<file path="src/rtl/ow_slot_pkg.sv">
package ow_slot_pkg;

   typedef enum logic [2:0] {
      ST_IDLE,
      ST_SLOT,
      ST_WAIT_HI,
      ST_RST_WAIT,
      ST_PD_WAIT,
      ST_PD_LOW,
      ST_PD_REL
   } ow_state_e;

   function automatic int us_to_cyc(input int us, input int clk_per_us);
      return us * clk_per_us;
   endfunction

endpackage

</file>
<file path="src/rtl/ow_slot_timing.sv">
module ow_slot_timing
   import ow_slot_pkg::*;
#(
   parameter int CLK_PER_US  = 16,
   parameter int CW          = 13,
   parameter bit OVD_EN      = 1'b1,
   parameter int STD_SAMP_US = 30,
   parameter int STD_REL_US  = 45,
   parameter int STD_RST_US  = 480,
   parameter int STD_PDH_US  = 30,
   parameter int STD_PDL_US  = 120,
   parameter int OVD_SAMP_US = 3,
   parameter int OVD_REL_US  = 5,
   parameter int OVD_RST_US  = 48,
   parameter int OVD_PDH_US  = 3,
   parameter int OVD_PDL_US  = 10
) (
   input  logic          overdrive,
   output logic [CW-1:0] t_samp,
   output logic [CW-1:0] t_rel,
   output logic [CW-1:0] t_rst,
   output logic [CW-1:0] t_pdh,
   output logic [CW-1:0] t_pdl
);

   localparam logic [CW-1:0] S_SAMP = CW'(us_to_cyc(STD_SAMP_US, CLK_PER_US));
   localparam logic [CW-1:0] S_REL  = CW'(us_to_cyc(STD_REL_US,  CLK_PER_US));
   localparam logic [CW-1:0] S_RST  = CW'(us_to_cyc(STD_RST_US,  CLK_PER_US));
   localparam logic [CW-1:0] S_PDH  = CW'(us_to_cyc(STD_PDH_US,  CLK_PER_US));
   localparam logic [CW-1:0] S_PDL  = CW'(us_to_cyc(STD_PDL_US,  CLK_PER_US));
   localparam logic [CW-1:0] O_SAMP = CW'(us_to_cyc(OVD_SAMP_US, CLK_PER_US));
   localparam logic [CW-1:0] O_REL  = CW'(us_to_cyc(OVD_REL_US,  CLK_PER_US));
   localparam logic [CW-1:0] O_RST  = CW'(us_to_cyc(OVD_RST_US,  CLK_PER_US));
   localparam logic [CW-1:0] O_PDH  = CW'(us_to_cyc(OVD_PDH_US,  CLK_PER_US));
   localparam logic [CW-1:0] O_PDL  = CW'(us_to_cyc(OVD_PDL_US,  CLK_PER_US));

   generate
      if (OVD_EN) begin : g_dual
         always_comb begin
            t_samp = overdrive ? O_SAMP : S_SAMP;
            t_rel  = overdrive ? O_REL  : S_REL;
            t_rst  = overdrive ? O_RST  : S_RST;
            t_pdh  = overdrive ? O_PDH  : S_PDH;
            t_pdl  = overdrive ? O_PDL  : S_PDL;
         end
      end else begin : g_std_only
         logic unused_ovd;
         assign unused_ovd = overdrive;
         always_comb begin
            t_samp = S_SAMP;
            t_rel  = S_REL;
            t_rst  = S_RST;
            t_pdh  = S_PDH;
            t_pdl  = S_PDL;
         end
      end
   endgenerate

endmodule

</file>
<file path="src/rtl/ow_line_mon.sv">
module ow_line_mon #(
   parameter int SYNC_STAGES = 2,
   parameter int CW          = 13
) (
   input  logic          clk,
   input  logic          rst_n,
   input  logic          bus_in,
   input  logic [CW-1:0] t_rst,
   output logic          line_s,
   output logic          fall,
   output logic          rst_hit
);

   logic [SYNC_STAGES-1:0] sync_q;
   logic                   prev_q;
   logic [CW-1:0]          low_cnt;

   genvar gi;
   generate
      for (gi = 0; gi < SYNC_STAGES; gi++) begin : g_sync
         if (gi == 0) begin : g_first
            always_ff @(posedge clk or negedge rst_n) begin
               if (!rst_n) sync_q[gi] <= 1'b1;
               else        sync_q[gi] <= bus_in;
            end
         end else begin : g_next
            always_ff @(posedge clk or negedge rst_n) begin
               if (!rst_n) sync_q[gi] <= 1'b1;
               else        sync_q[gi] <= sync_q[gi-1];
            end
         end
      end
   endgenerate

   assign line_s = sync_q[SYNC_STAGES-1];

   always_ff @(posedge clk or negedge rst_n) begin
      if (!rst_n) begin
         prev_q  <= 1'b1;
         low_cnt <= '0;
      end else begin
         prev_q <= line_s;
         if (line_s)
            low_cnt <= '0;
         else if (low_cnt != t_rst)
            low_cnt <= low_cnt + 1'b1;
      end
   end

   assign fall    = prev_q & ~line_s;
   assign rst_hit = ~line_s & (low_cnt == t_rst - 1'b1);

   AST_FALL_SINGLE: assert property (@(posedge clk) disable iff (!rst_n)
      fall |=> !fall);

   AST_RST_HIT_SINGLE: assert property (@(posedge clk) disable iff (!rst_n)
      rst_hit |=> !rst_hit);

endmodule

</file>
<file path="src/rtl/ow_slot_fsm.sv">
module ow_slot_fsm
   import ow_slot_pkg::*;
#(
   parameter int CW = 13
) (
   input  logic          clk,
   input  logic          rst_n,
   input  logic          line_s,
   input  logic          fall,
   input  logic          rst_hit,
   input  logic          tx_req,
   input  logic          tx_bit,
   input  logic [CW-1:0] t_samp,
   input  logic [CW-1:0] t_rel,
   input  logic [CW-1:0] t_pdh,
   input  logic [CW-1:0] t_pdl,
   output logic          bus_pull,
   output logic          rx_valid,
   output logic          rx_bit,
   output logic          reset_seen
);

   ow_state_e     st;
   logic [CW-1:0] cnt;
   logic          slot_rd;
   logic          samp_q;
   logic          abortable;

   assign abortable = (st == ST_IDLE) || (st == ST_SLOT) || (st == ST_WAIT_HI);

   always_ff @(posedge clk or negedge rst_n) begin
      if (!rst_n) begin
         st         <= ST_IDLE;
         cnt        <= '0;
         slot_rd    <= 1'b0;
         samp_q     <= 1'b0;
         bus_pull   <= 1'b0;
         rx_valid   <= 1'b0;
         rx_bit     <= 1'b0;
         reset_seen <= 1'b0;
      end else begin
         rx_valid   <= 1'b0;
         reset_seen <= 1'b0;
         if (rst_hit && abortable) begin
            st         <= ST_RST_WAIT;
            bus_pull   <= 1'b0;
            reset_seen <= 1'b1;
         end else begin
            case (st)
               ST_IDLE: begin
                  if (fall) begin
                     st       <= ST_SLOT;
                     cnt      <= '0;
                     slot_rd  <= tx_req;
                     bus_pull <= tx_req & ~tx_bit;
                  end
               end
               ST_SLOT: begin
                  cnt <= cnt + 1'b1;
                  if (cnt == t_samp - 1'b1)
                     samp_q <= line_s;
                  if (cnt == t_rel - 1'b1) begin
                     bus_pull <= 1'b0;
                     st       <= ST_WAIT_HI;
                  end
               end
               ST_WAIT_HI: begin
                  if (line_s) begin
                     st <= ST_IDLE;
                     if (!slot_rd) begin
                        rx_valid <= 1'b1;
                        rx_bit   <= samp_q;
                     end
                  end
               end
               ST_RST_WAIT: begin
                  if (line_s) begin
                     st  <= ST_PD_WAIT;
                     cnt <= '0;
                  end
               end
               ST_PD_WAIT: begin
                  cnt <= cnt + 1'b1;
                  if (cnt == t_pdh - 1'b1) begin
                     st       <= ST_PD_LOW;
                     bus_pull <= 1'b1;
                     cnt      <= '0;
                  end
               end
               ST_PD_LOW: begin
                  cnt <= cnt + 1'b1;
                  if (cnt == t_pdl - 1'b1) begin
                     bus_pull <= 1'b0;
                     st       <= ST_PD_REL;
                  end
               end
               ST_PD_REL: begin
                  if (line_s)
                     st <= ST_IDLE;
               end
               default: st <= ST_IDLE;
            endcase
         end
      end
   end

   AST_PULL_ON_LOW_LINE: assert property (@(posedge clk) disable iff (!rst_n)
      ($rose(bus_pull) && st != ST_PD_LOW) |-> !line_s);

   AST_PULL_PHASE: assert property (@(posedge clk) disable iff (!rst_n)
      bus_pull |-> (st == ST_SLOT || st == ST_PD_LOW));

   AST_WRITE_NO_PULL: assert property (@(posedge clk) disable iff (!rst_n)
      (st == ST_SLOT && !slot_rd) |-> !bus_pull);

   AST_RXV_SINGLE: assert property (@(posedge clk) disable iff (!rst_n)
      rx_valid |=> !rx_valid);

   AST_RST_SINGLE: assert property (@(posedge clk) disable iff (!rst_n)
      reset_seen |=> !reset_seen);

   AST_RST_NO_RX: assert property (@(posedge clk) disable iff (!rst_n)
      reset_seen |-> (!rx_valid && !bus_pull));

endmodule

</file>
<file path="src/rtl/ow_slot_responder.sv">
module ow_slot_responder #(
   parameter int CLK_PER_US  = 16,
   parameter int SYNC_STAGES = 2,
   parameter bit OVD_EN      = 1'b1,
   parameter int STD_SAMP_US = 30,
   parameter int STD_REL_US  = 45,
   parameter int STD_RST_US  = 480,
   parameter int STD_PDH_US  = 30,
   parameter int STD_PDL_US  = 120,
   parameter int OVD_SAMP_US = 3,
   parameter int OVD_REL_US  = 5,
   parameter int OVD_RST_US  = 48,
   parameter int OVD_PDH_US  = 3,
   parameter int OVD_PDL_US  = 10
) (
   input  logic clk,
   input  logic rst_n,
   input  logic bus_in,
   input  logic overdrive,
   input  logic tx_req,
   input  logic tx_bit,
   output logic bus_pull,
   output logic rx_valid,
   output logic rx_bit,
   output logic reset_seen
);

   localparam int MAX_CYC = STD_RST_US * CLK_PER_US;
   localparam int CW      = $clog2(MAX_CYC + 1);

   generate
      if (SYNC_STAGES < 2) begin : g_bad_sync
         $error("SYNC_STAGES must be at least 2");
      end
      if (CLK_PER_US < 2) begin : g_bad_clk
         $error("CLK_PER_US must be at least 2");
      end
      if (STD_SAMP_US >= STD_REL_US || OVD_SAMP_US >= OVD_REL_US) begin : g_bad_samp
         $error("sample point must precede read-0 release");
      end
      if (STD_REL_US >= STD_RST_US || OVD_REL_US >= OVD_RST_US) begin : g_bad_rel
         $error("read-0 release must precede reset threshold");
      end
      if (STD_PDL_US >= STD_RST_US || OVD_PDL_US >= OVD_RST_US) begin : g_bad_pdl
         $error("presence low must be shorter than reset threshold");
      end
      if (OVD_RST_US > STD_RST_US || OVD_PDH_US < 1 || STD_PDH_US < 1) begin : g_bad_misc
         $error("timing set out of range");
      end
   endgenerate

   logic [CW-1:0] t_samp, t_rel, t_rst, t_pdh, t_pdl;
   logic          line_s, fall, rst_hit;

   ow_slot_timing #(
      .CLK_PER_US (CLK_PER_US),  .CW (CW), .OVD_EN (OVD_EN),
      .STD_SAMP_US(STD_SAMP_US), .STD_REL_US(STD_REL_US), .STD_RST_US(STD_RST_US),
      .STD_PDH_US (STD_PDH_US),  .STD_PDL_US(STD_PDL_US),
      .OVD_SAMP_US(OVD_SAMP_US), .OVD_REL_US(OVD_REL_US), .OVD_RST_US(OVD_RST_US),
      .OVD_PDH_US (OVD_PDH_US),  .OVD_PDL_US(OVD_PDL_US)
   ) timing_i (
      .overdrive(overdrive),
      .t_samp   (t_samp),
      .t_rel    (t_rel),
      .t_rst    (t_rst),
      .t_pdh    (t_pdh),
      .t_pdl    (t_pdl)
   );

   ow_line_mon #(
      .SYNC_STAGES(SYNC_STAGES),
      .CW         (CW)
   ) mon_i (
      .clk    (clk),
      .rst_n  (rst_n),
      .bus_in (bus_in),
      .t_rst  (t_rst),
      .line_s (line_s),
      .fall   (fall),
      .rst_hit(rst_hit)
   );

   ow_slot_fsm #(
      .CW(CW)
   ) fsm_i (
      .clk       (clk),
      .rst_n     (rst_n),
      .line_s    (line_s),
      .fall      (fall),
      .rst_hit   (rst_hit),
      .tx_req    (tx_req),
      .tx_bit    (tx_bit),
      .t_samp    (t_samp),
      .t_rel     (t_rel),
      .t_pdh     (t_pdh),
      .t_pdl     (t_pdl),
      .bus_pull  (bus_pull),
      .rx_valid  (rx_valid),
      .rx_bit    (rx_bit),
      .reset_seen(reset_seen)
   );

endmodule

</file>
<file path="config.mk">
export PLATFORM = sky130hd
export DESIGN_NAME = ow_slot_responder
export DESIGN_NICKNAME = d
export VERILOG_FILES = /design/src/rtl/ow_slot_pkg.sv /design/src/rtl/ow_slot_timing.sv /design/src/rtl/ow_line_mon.sv /design/src/rtl/ow_slot_fsm.sv /design/src/rtl/ow_slot_responder.sv
export SDC_FILE = /design/constraint.sdc
export NUM_CORES = 1
export LEC_CHECK = 0
export ABC_CLOCK_PERIOD_IN_PS = 2300
export BUFFER_PORTS_ARGS = -buffer_cell sky130_fd_sc_hd__buf_4
export CAP_MARGIN = 0
export CORE_ASPECT_RATIO = 0.8
export CORE_UTILIZATION = 32
export CTS_BUF_LIST = sky130_fd_sc_hd__clkbuf_4 sky130_fd_sc_hd__clkbuf_8
export CTS_CLUSTER_DIAMETER = 100
export CTS_CLUSTER_SIZE = 25
export DETAILED_ROUTE_END_ITERATION = 12
export GPL_ROUTABILITY_DRIVEN = 0
export SYNTH_ARGS = -nofsm -noshare
export SYNTH_HDL_FRONTEND = slang
export SYNTH_SLANG_ARGS = --single-unit
export TNS_END_PERCENT = 5
</file>
<file path="constraint.sdc">
create_clock -name clk -period 2.3 [get_ports clk]
set_input_delay 0.345 -clock clk [delete_from_list [all_inputs] [get_ports clk]]
set_output_delay 0.345 -clock clk [all_outputs]
set_load 0.01 [all_outputs]
</file>
# Word-level counts from Yosys, hierarchy flattened
# Cells that the tools add are included.
[classes]
eq_ne = 19
reduce_logical = 15
n_mux = 29
bitwise_logic = 7
n_addsub = 6
[ops]
columns = ["cell", "n"]
rows = [
  ["13-bit 2-to-1 mux", 6],
  ["13-bit equality test", 4],
  ["13-bit case mux with 4 select lines", 1],
  ["13-bit by 1-bit adder with 13-bit output (second input constant)", 2],
  ["3-bit 2-to-1 mux", 7],
  ["3-bit case mux with 6 select lines", 1],
  ["13-bit inequality test", 1],
  ["13-bit by 1-bit subtractor with 13-bit output (second input constant)", 1],
  ["11-bit by 1-bit subtractor with 12-bit output (second input constant)", 1],
  ["11-bit 2-to-1 mux", 1],
  ["10-bit by 1-bit subtractor with 11-bit output (second input constant)", 1],
  ["1-bit 2-to-1 mux", 10],
  ["10-bit 2-to-1 mux", 1],
  ["9-bit by 1-bit subtractor with 10-bit output (second input constant)", 1],
  ["3-bit equality test (second input constant)", 3],
  ["9-bit 2-to-1 mux", 1],
  ["3-bit by 1-bit inequality test with 1-bit output (second input constant)", 3],
  ["4-bit AND reduction", 2],
  ["3-bit by 2-bit equality test with 1-bit output (second input constant)", 2],
  ["3-bit inequality test (second input constant)", 2],
  ["3-bit AND reduction", 2],
  ["6-bit AND reduction", 1],
  ["5-bit AND reduction", 1],
  ["5-bit nonzero test", 1],
  ["12 further kinds", 20],
]
[word_totals]
in_bits = 6
regBits = 38
output_inout_bits = 4
wordCells = 88

# Longest topological paths before layout
# Gate-level depths: netlist of run 1.
[logic_depth]
depth_word = 7
depth_mapped = 7
mapped_depth_nobuf = 6

# Cells and area by module
# A second synthesis of run 1 with hierarchy kept.
[hier_totals]
cells_unflattened = 610
hier_area_um2 = 4785.8
[modules_own_cells]
columns = ["mod", "instances", "area_per_inst_um2", "seq_area_each_um2", "cells_each"]
rows = [
  ["ow_slot_fsm", 1, 2930.3, 550.5, 390],
  ["ow_line_mon", 1, 1363.8, 404.1, 153],
  ["ow_slot_timing", 1, 491.7, 0.0, 67],
]

# Worst setup path after synthesis of run 1
# OpenSTA, ideal clock, no wires.
[synth_timing]
path_kind = "input port to flip-flop"
startpoint = "input overdrive"
endpoint = "register fsm_i.samp_q"
setup_slack_ns = 0.541
stages = 6
n_path_buf = 1
setup_time_ns = 0.125
t_arrival_ns = 1.635
t_required_ns = 2.175
cell_sequence = "buf_4 -> and3b_2 -> o221ai_1 -> o21ai_0 -> nor4_1 -> mux2_2"
[synth_via]
elab_chain_cells = 7
elab_cells_between_ends = 10
classes_between = "2 x add/sub; 2 x eq/ne; 2 x mux; 2 x bitwise; 2 x reduce/logical"
[synth_lines]
columns = ["item", "line", "text"]
rows = [
  ["from (decl)", "ow_slot_responder.sv:19", "input logic overdrive,"],
  ["13-bit 2-to-1 mux", "ow_slot_timing.sv:42", "t_rst = overdrive ? O_RST : S_RST;"],
  ["13-bit by 1-bit subtractor with 13-bit output", "ow_line_mon.sv:51", "assign rst_hit = ~line_s & (low_cnt == t_rst - 1'b1);"],
  ["13-bit equality test", "ow_line_mon.sv:51", ""],
  ["1-bit bitwise AND", "ow_line_mon.sv:51", ""],
  ["1-bit logical AND", "ow_slot_fsm.sv:44", "if (rst_hit && abortable) begin"],
  ["1-bit inverter (no source line)", "-", ""],
  ["3-bit AND reduction (no source line) *", "-", ""],
  ["to (signal assigned)", "ow_slot_fsm.sv:61", "samp_q <= line_s;"],
  ["to (decl)", "ow_slot_fsm.sv:26", "logic samp_q;"],
]
# Every way passes the cells marked *; elsewhere a longest branch is shown, timed or not.
# A chain may end at the register's enable or synchronous reset.

# Worst setup path after layout of run 1
[layout_timing]
startpoint = "register fsm_i.st[2]"
endpoint = "register fsm_i.cnt[4]"
[layout_via]
elab_chain_cells = 6
elab_cells_between_ends = 16
classes_between = "7 x eq/ne; 1 x mux; 1 x bitwise; 7 x reduce/logical"
[layout_lines]
columns = ["item", "line", "text"]
rows = [
  ["from (decl)", "ow_slot_fsm.sv:23", "ow_state_e st;"],
  ["from (signal assigned)", "ow_slot_fsm.sv:33", "st <= ST_IDLE;"],
  ["from (signal assigned)", "ow_slot_fsm.sv:45", "st <= ST_RST_WAIT;"],
  ["from (signal assigned)", "ow_slot_fsm.sv:52", "st <= ST_SLOT;"],
  ["parallel branches: the longest is 6 deep, another holds 4-bit nonzero test", "-", ""],
  ["to (signal assigned)", "ow_slot_fsm.sv:59", "cnt <= cnt + 1'b1;"],
  ["to (signal assigned)", "ow_slot_fsm.sv:83", "cnt <= cnt + 1'b1;"],
  ["to (signal assigned)", "ow_slot_fsm.sv:91", "cnt <= cnt + 1'b1;"],
  ["to (decl)", "ow_slot_fsm.sv:24", "logic [CW-1:0] cnt;"],
]
# Several ways; the timed one is not identified.

==> impl_metrics.csv, run 1 <==
group,metric,value,unit
grt,gr-usage-all-layers,14.4,%
critical_path,critPathTopFamily,"compound AO/OA/AOI/OAI gates",
logic_synthesis,synth_cell_type_count,66,
critical_path,worst-path-max-fanout,12,
power,total_leakage_power,1.11,nW
logic_synthesis,syn-cell-area,0.00232,mm2
die,start_util,33.4,%
routing,route.detailed.wl_per_inst,15.1,um
logic_synthesis,syn_inst,236,
logic_synthesis,synth_top_cell_area_share,37.8,%
critical_path,crit_type,"reg -> reg",
critical_path,crit_path_start_kind,"flop",
die,dieWidth,97.1,um
die,die_h,78.1,um
logic_synthesis,synth_area_leader_cell,"dfrtp_1",
clock_tree,clock_sinks,38,
place,numPortBuffers,9,
critical_path,cp_data_arrival_time,2370,ps
layout,syn2layout_area_growth,9.94,%
timing,hold_violations,0,
grt,grt_max_degree,39,
grt,antenna_found_initial,0,
layout,nNetsFinal,253,
timing,fin_worst_skew,6.67,ps
clock_tree,clock_latency,300,ps
min_path,hold_class,"in -> async",
power,p_sw,0.521,mW
run_status,status,"finished clean",
routing,drcViolationCount,0,
power,irDropWorstVdd,0.229,mV
die,core.rowCount,27,
critical_path,max_stage_delay,540,ps
routing,wirelength,5020,um
timing,fmax,460,MHz
die,core_area,0.00693,mm2
timing,finalCriticalPeriod,2170,ps
routing,drt_first_pass_iters,4,
clock_tree,clockRootBuffer,"clkbuf_8",
logic_synthesis,synth.avg_cell_area,9.81,um2
clock_tree,clockBufferDepth,2,
routing,ant_nets,0,
grt,grt_pass1_wl,8750,um
layout,diodes,0,
power,p_comb_share,16.3,%
grt,globalRouteOverflowTotal,0,
critical_path,cp.required,2490,ps
logic_synthesis,synth.area.top_cells,"dfrtp_1 38%, dfstp_2 3.4%, nand3_1 3.2%, nor2_1 3.2%, nand2_1 3.1%",
power,p_seq_share,50.7,%
routing,routed_via_density,5.43,
clock_tree,cts-hold-fix-buffers,0,
run,maxCapViolCount,0,
timing,timing.final.crit_share,94.4,%
grt,grt_pass1_vias,1728,
clock_tree,cts_max_level,2,
routing,dr_total_vias,1802,
logic_synthesis,yosysWarnings,0,
clock_tree,numCtsBuffers,5,
timing,rsz0062_at_grt,"no",
logic_synthesis,synthArstFlopShare,100,%
logic_synthesis,synth.most_common_cell,"dfrtp_1",
place,dp_hpwl,3510,um
layout,final_cell_area,0.00255,mm2
timing,finalSetupViolCount,0,
timing,worst_slack,128,ps
timing,worst_pin_slew,552,ps
timing,finalMaxSlewViolations,0,
critical_path,crit_chain,"a211oi_1 > o221ai_1 > o21ai_2 > nor2_2 > a22o_1",
logic_synthesis,syn-num-nets,245,
clock_tree,cts_resized,0,
routing,drt_iter0_drc,118,
layout,final_layout_size_suffix_gt1_share,21.6,%
place,pre_cts_slack,164,ps
timing,slew_headroom,63.2,%
timing,tns,0,ps
clock_tree,post_cts_buffers,0,
logic_synthesis,ys_top_cells_by_count,"35 x dfrtp_1, 20 x nor2_1, 19 x nand2_1",
critical_path,slowest_stage,"dfrtp_1",
power,power.density,679,mW/mm2
logic_synthesis,ys.flop_type,"dfrtp_1",
clock_tree,cts_tree,"done",
critical_path,endpoint_kind,"flop",
logic_synthesis,ys_seq_elements,38,
clock_tree,clk_pin_slew,80,ps
power,netSwitchingFraction,30.1,%
die,ioPinCount,10,
place,detailed_place.area,0.00244,mm2
critical_path,path_buf_inv,0,
power,p_int,1.21,mW
die,die_area,0.00758,mm2
power,clkPwrFrac,32.9,%
logic_synthesis,yosysSeqAreaShare,41.2,%
logic_synthesis,synth_edf_count,0,
power,power.total,1.73,mW
flip-flops by register name, summed over array words and instances (netlist names):
register,count
fsm_i.bus_pull,1
fsm_i.cnt,13
fsm_i.reset_seen,1
fsm_i.rx_bit,1
fsm_i.rx_valid,1
fsm_i.samp_q,1
fsm_i.slot_rd,1
fsm_i.st,3
mon_i.line_s,1
mon_i.low_cnt,13
mon_i.prev_q,1
mon_i.sync_q,1
routing by layer:
layer,vias up,wire length (um),track usage (%)
li1,887,-,-
met3,5,188,2.49
met1,868,2750,22.0
met2,42,2010,20.1
met4,0,66,5.37
met5,-,0,0
layout make-up:
class	instances	area, um2
tap	87	109
inverter	5	18.8
multi-input combinational	177	1230
timing repair buffer	17	128
sequential	38	955
clock buffer	5	68.8
clock inverter	3	40.0
fill	694	4380
power by group through the flow:
stage	sequential (mW)	combinational [mW]	clock, mW
CTS	0.874	0.288	0.596
global route	0.891	0.322	0.629
detailed placement	0.885	0.288	0
floorplan	0.822	0.263	0
global placement	0.883	0.279	0
finish	0.878	0.283	0.569
kinds of logic (layout without fill, tap and decap cells):
logic type,Yosys count,after routing,share of synthesized area [%]
flops,38,38,41.2
compound gates,54,54,17.3
mux,5,5,2.32
fa+ha+maj,3,3,1.62
simple gates,104,104,27.6
xor+xnor,11,11,4.16
buf+inv,21,30,5.78
cell usage in the layout (no fill, tap or decap), types with 3 or more instances in the layout:
master     synthesis  layout
xor2_1             8       8
o21ai_0           11      11
ha_1               3       3
nand4_1            6       6
nor4_1             4       4
o31ai_1            3       3
a22o_1             5       5
dfrtp_1           35      35
xnor2_1            3       3
o211ai_1           3       3
nor3_1             5       5
inv_1              5       5
buf_4              2      17
dfstp_2            3       3
nor2_1            20      20
a2bb2oi_1          3       3
and4bb_2           3       3
nand2_1           19      19
a21oi_1            7       7
nand3_1           15      15
nor4b_1            3       3
clkbuf_8           1       5
a21o_1             5       5
mux2_2             3       3
worst paths after layout:
check,endpoint,depth (start not counted),from,slack [ps]
min in group clk,mon_i.sync_q[0]$_DFF_PN1_,1,bus_in,150
min,fsm_i.cnt[10]$_DFFE_PN0P_,1,rst_n,10
max reg2reg,fsm_i.cnt[4]$_DFFE_PN0P_,5,fsm_i.st[2]$_DFFE_PN0P_,130
max in group asynchronous,mon_i.line_s$_DFF_PN1_,1,rst_n,1930
min reg2reg,mon_i.line_s$_DFF_PN1_,0,mon_i.sync_q[0]$_DFF_PN1_,360
max,fsm_i.cnt[4]$_DFFE_PN0P_,5,fsm_i.st[2]$_DFFE_PN0P_,130
worst register-to-register path, cell delays in order, from the launching register on:
cell and delay, ps:
dfrtp_1 540, a211oi_1 400, o221ai_1 230, o21ai_2 490
nor2_2 170, a22o_1 240
metrics by stage:
stage | hold WS (ps) | cells | utilization [%]
after floorplan | 49.4 | 236 | -
after global placement | 346 | 324 | 35.2
after detailed placement | 350 | 324 | 35.2
after CTS | 24.0 | 332 | 36.8
after global routing | 45.6 | 332 | 36.8
final | 12.1 | 332 | 36.8
(Power assumes the default switching activity.)
==> run 2: changes to the inputs <==
Settings changed: PLACE_DENSITY from default to 0.5.
==> run 2 against run 1 <==
  * Die area stayed put
  * Highest routed layer unchanged
  * Largest cell class unchanged
  * Critical path type unchanged
  * Sequential power is 3.0% lower
  * Final cell count is 0.30% higher
  * Via count is 1.1% higher
==> impl_metrics.csv, run 2 (synthesis gave the netlist of run 1 again) <==
group,metric,value,unit
routing,route.detailed.wl_per_inst,15.8,um
clock_tree,clockBufferDepth,2,
place,numPortBuffers,9,
critical_path,ff2ff_setup_slack,210,ps
critical_path,reg2reg_depth,5,
grt,grt_pass1_vias,1635,
die,core.rowCount,27,
grt,gr-usage-all-layers,14.7,%
grt,grt_pass1_wl,8790,um
run,maxCapViolCount,0,
die,die_area,0.00758,mm2
grt,antenna_found_initial,0,
die,start_util,33.4,%
clock_tree,cts-hold-fix-buffers,0,
timing,hold_violations,0,
layout,reg.largest.list,"fsm_i.cnt x13, mon_i.low_cnt x13, fsm_i.st x3",
grt,use_met2,19.1,%
timing,tns,0,ps
power,power.density,686,mW/mm2
timing,rsz0062_at_grt,"no",
clock_tree,clock_sinks,38,
die,die_h,78.1,um
place,pre_cts_slack,250,ps
layout,final_layout_size_suffix_gt1_share,22.0,%
grt,grt_util_met1,23.6,%
layout,diodes,0,
clock_tree,clockRootBuffer,"clkbuf_8",
clock_tree,numCtsBuffers,5,
clock_tree,cts_tree,"done",
critical_path,cp_data_arrival_time,2280,ps
grt,busiest_layer,"met1",
min_path,hold_class,"in -> async",
clock_tree,cts_resized,0,
timing,fmax,477,MHz
critical_path,r2r_start,"fsm_i.st[2]$_DFFE_PN0P_",
layout,syn2layout_area_growth,10.3,%
layout,final_cell_area,0.00255,mm2
routing,dr_total_vias,1822,
timing,finalCriticalPeriod,2090,ps
power,total_leakage_power,1.11,nW
critical_path,slowest_stage,"dfrtp_1",
critical_path,path_buf_inv,0,
critical_path,endpoint_kind,"flop",
routing,wirelength,5270,um
timing,whs,11.6,ps
critical_path,startpoint,"fsm_i.st[2]$_DFFE_PN0P_",
layout,final_cell_mix,"35 x dfrtp_1, 20 x nor2_1, 19 x nand2_1, 18 x buf_4, 15 x nand3_1",
critical_path,critPathTopFamily,"compound AO/OA/AOI/OAI gates",
critical_path,worst-path-max-fanout,12,
timing,worst_slack,205,ps
layout,nNetsFinal,254,
clock_tree,post_cts_buffers,0,
routing,ant_nets,0,
layout,layout_commonest_cell,"dfrtp_1",
timing,finalSetupViolCount,0,
grt,globalRouteOverflowTotal,0,
timing,worst_pin_slew,546,ps
routing,drcViolationCount,0,
place,detailed_place.area,0.00244,mm2
die,dieWidth,97.1,um
power,irDropWorstVdd,0.251,mV
grt,grt_use_met3,2.94,%
critical_path,crit_type,"reg -> reg",
clock_tree,clk_pin_slew,80,ps
place,dp_hpwl,3650,um
clock_tree,cts_max_level,2,
run_status,status,"finished clean",
timing,fin_worst_skew,5.60,ps
timing,finalMaxSlewViolations,0,
routing,drt_iter0_drc,139,
critical_path,rr_endpoint,"fsm_i.cnt[4]$_DFFE_PN0P_",
routing,routed_via_density,5.47,
die,ioPinCount,10,
critical_path,cp.required,2490,ps
die,core_area,0.00693,mm2
timing,timing.final.crit_share,91.1,%
critical_path,crit_chain,"a211oi_1 > o221ai_1 > o21ai_2 > nor2_2 > a22o_1",
timing,slew_headroom,63.3,%
grt,grt_max_degree,39,
critical_path,crit_path_start_kind,"flop",
clock_tree,clock_latency,300,ps
critical_path,max_stage_delay,520,ps
routing,drt_first_pass_iters,5,
## run 2: cell count changes in the layout (fill, tap and decap cells not counted), sizes merged
| cell | before | now |
|---|---|---|
| buf | 17 | 18 |
## run 2: worst max-delay path by stage
stage | slack [ps] | endpoint | cells past startpoint
after floorplan | 540 | fsm_i.samp_q$_DFFE_PN0P_ | 6
after global placement | 250 | fsm_i.cnt[2]$_DFFE_PN0P_ | 5
after CTS | 220 | fsm_i.cnt[4]$_DFFE_PN0P_ | 5
after detailed placement | 250 | fsm_i.cnt[4]$_DFFE_PN0P_ | 5
final | 210 | fsm_i.cnt[4]$_DFFE_PN0P_ | 5
after global routing | 70 | fsm_i.cnt[5]$_DFFE_PN0P_ | 6
## run 2: layout make-up
| type | instances | area, um2 |
|---|---|---|
| clock buffers | 5 | 68.8 |
| clock inverters | 3 | 40.0 |
| fillers | 674 | 4370 |
| inverters | 5 | 18.8 |
| multi-input cells | 177 | 1230 |
| flip-flops and latches | 38 | 955 |
| well taps | 87 | 109 |
| repair buffers | 18 | 135 |
## run 2: metal layers
| layer | vias to the layer above | wire [um] |
|---|---|---|
| met1 | 878 | 2990 |
| met5 | - | 0 |
| li1 | 896 | - |
| met3 | 8 | 188 |
| met2 | 40 | 2030 |
| met4 | 0 | 72 |
## run 2: report_power, final
part	total (mW)	switching [mW]	leakage, nW	internal (mW)
Clock	0.582	0.262	0.0579	0.320
Combinational	0.319	0.165	0.556	0.154
Sequential	0.852	0.105	0.499	0.747
## run 2: through the flow
step                power, mW  util [%]  instances
finish                   1.75      36.9        333
global route             1.87      36.9        333
CTS                      1.77      36.9        333
detailed placement       1.19      35.3        325
global placement         1.19      35.3        325
floorplan                1.08         -        236
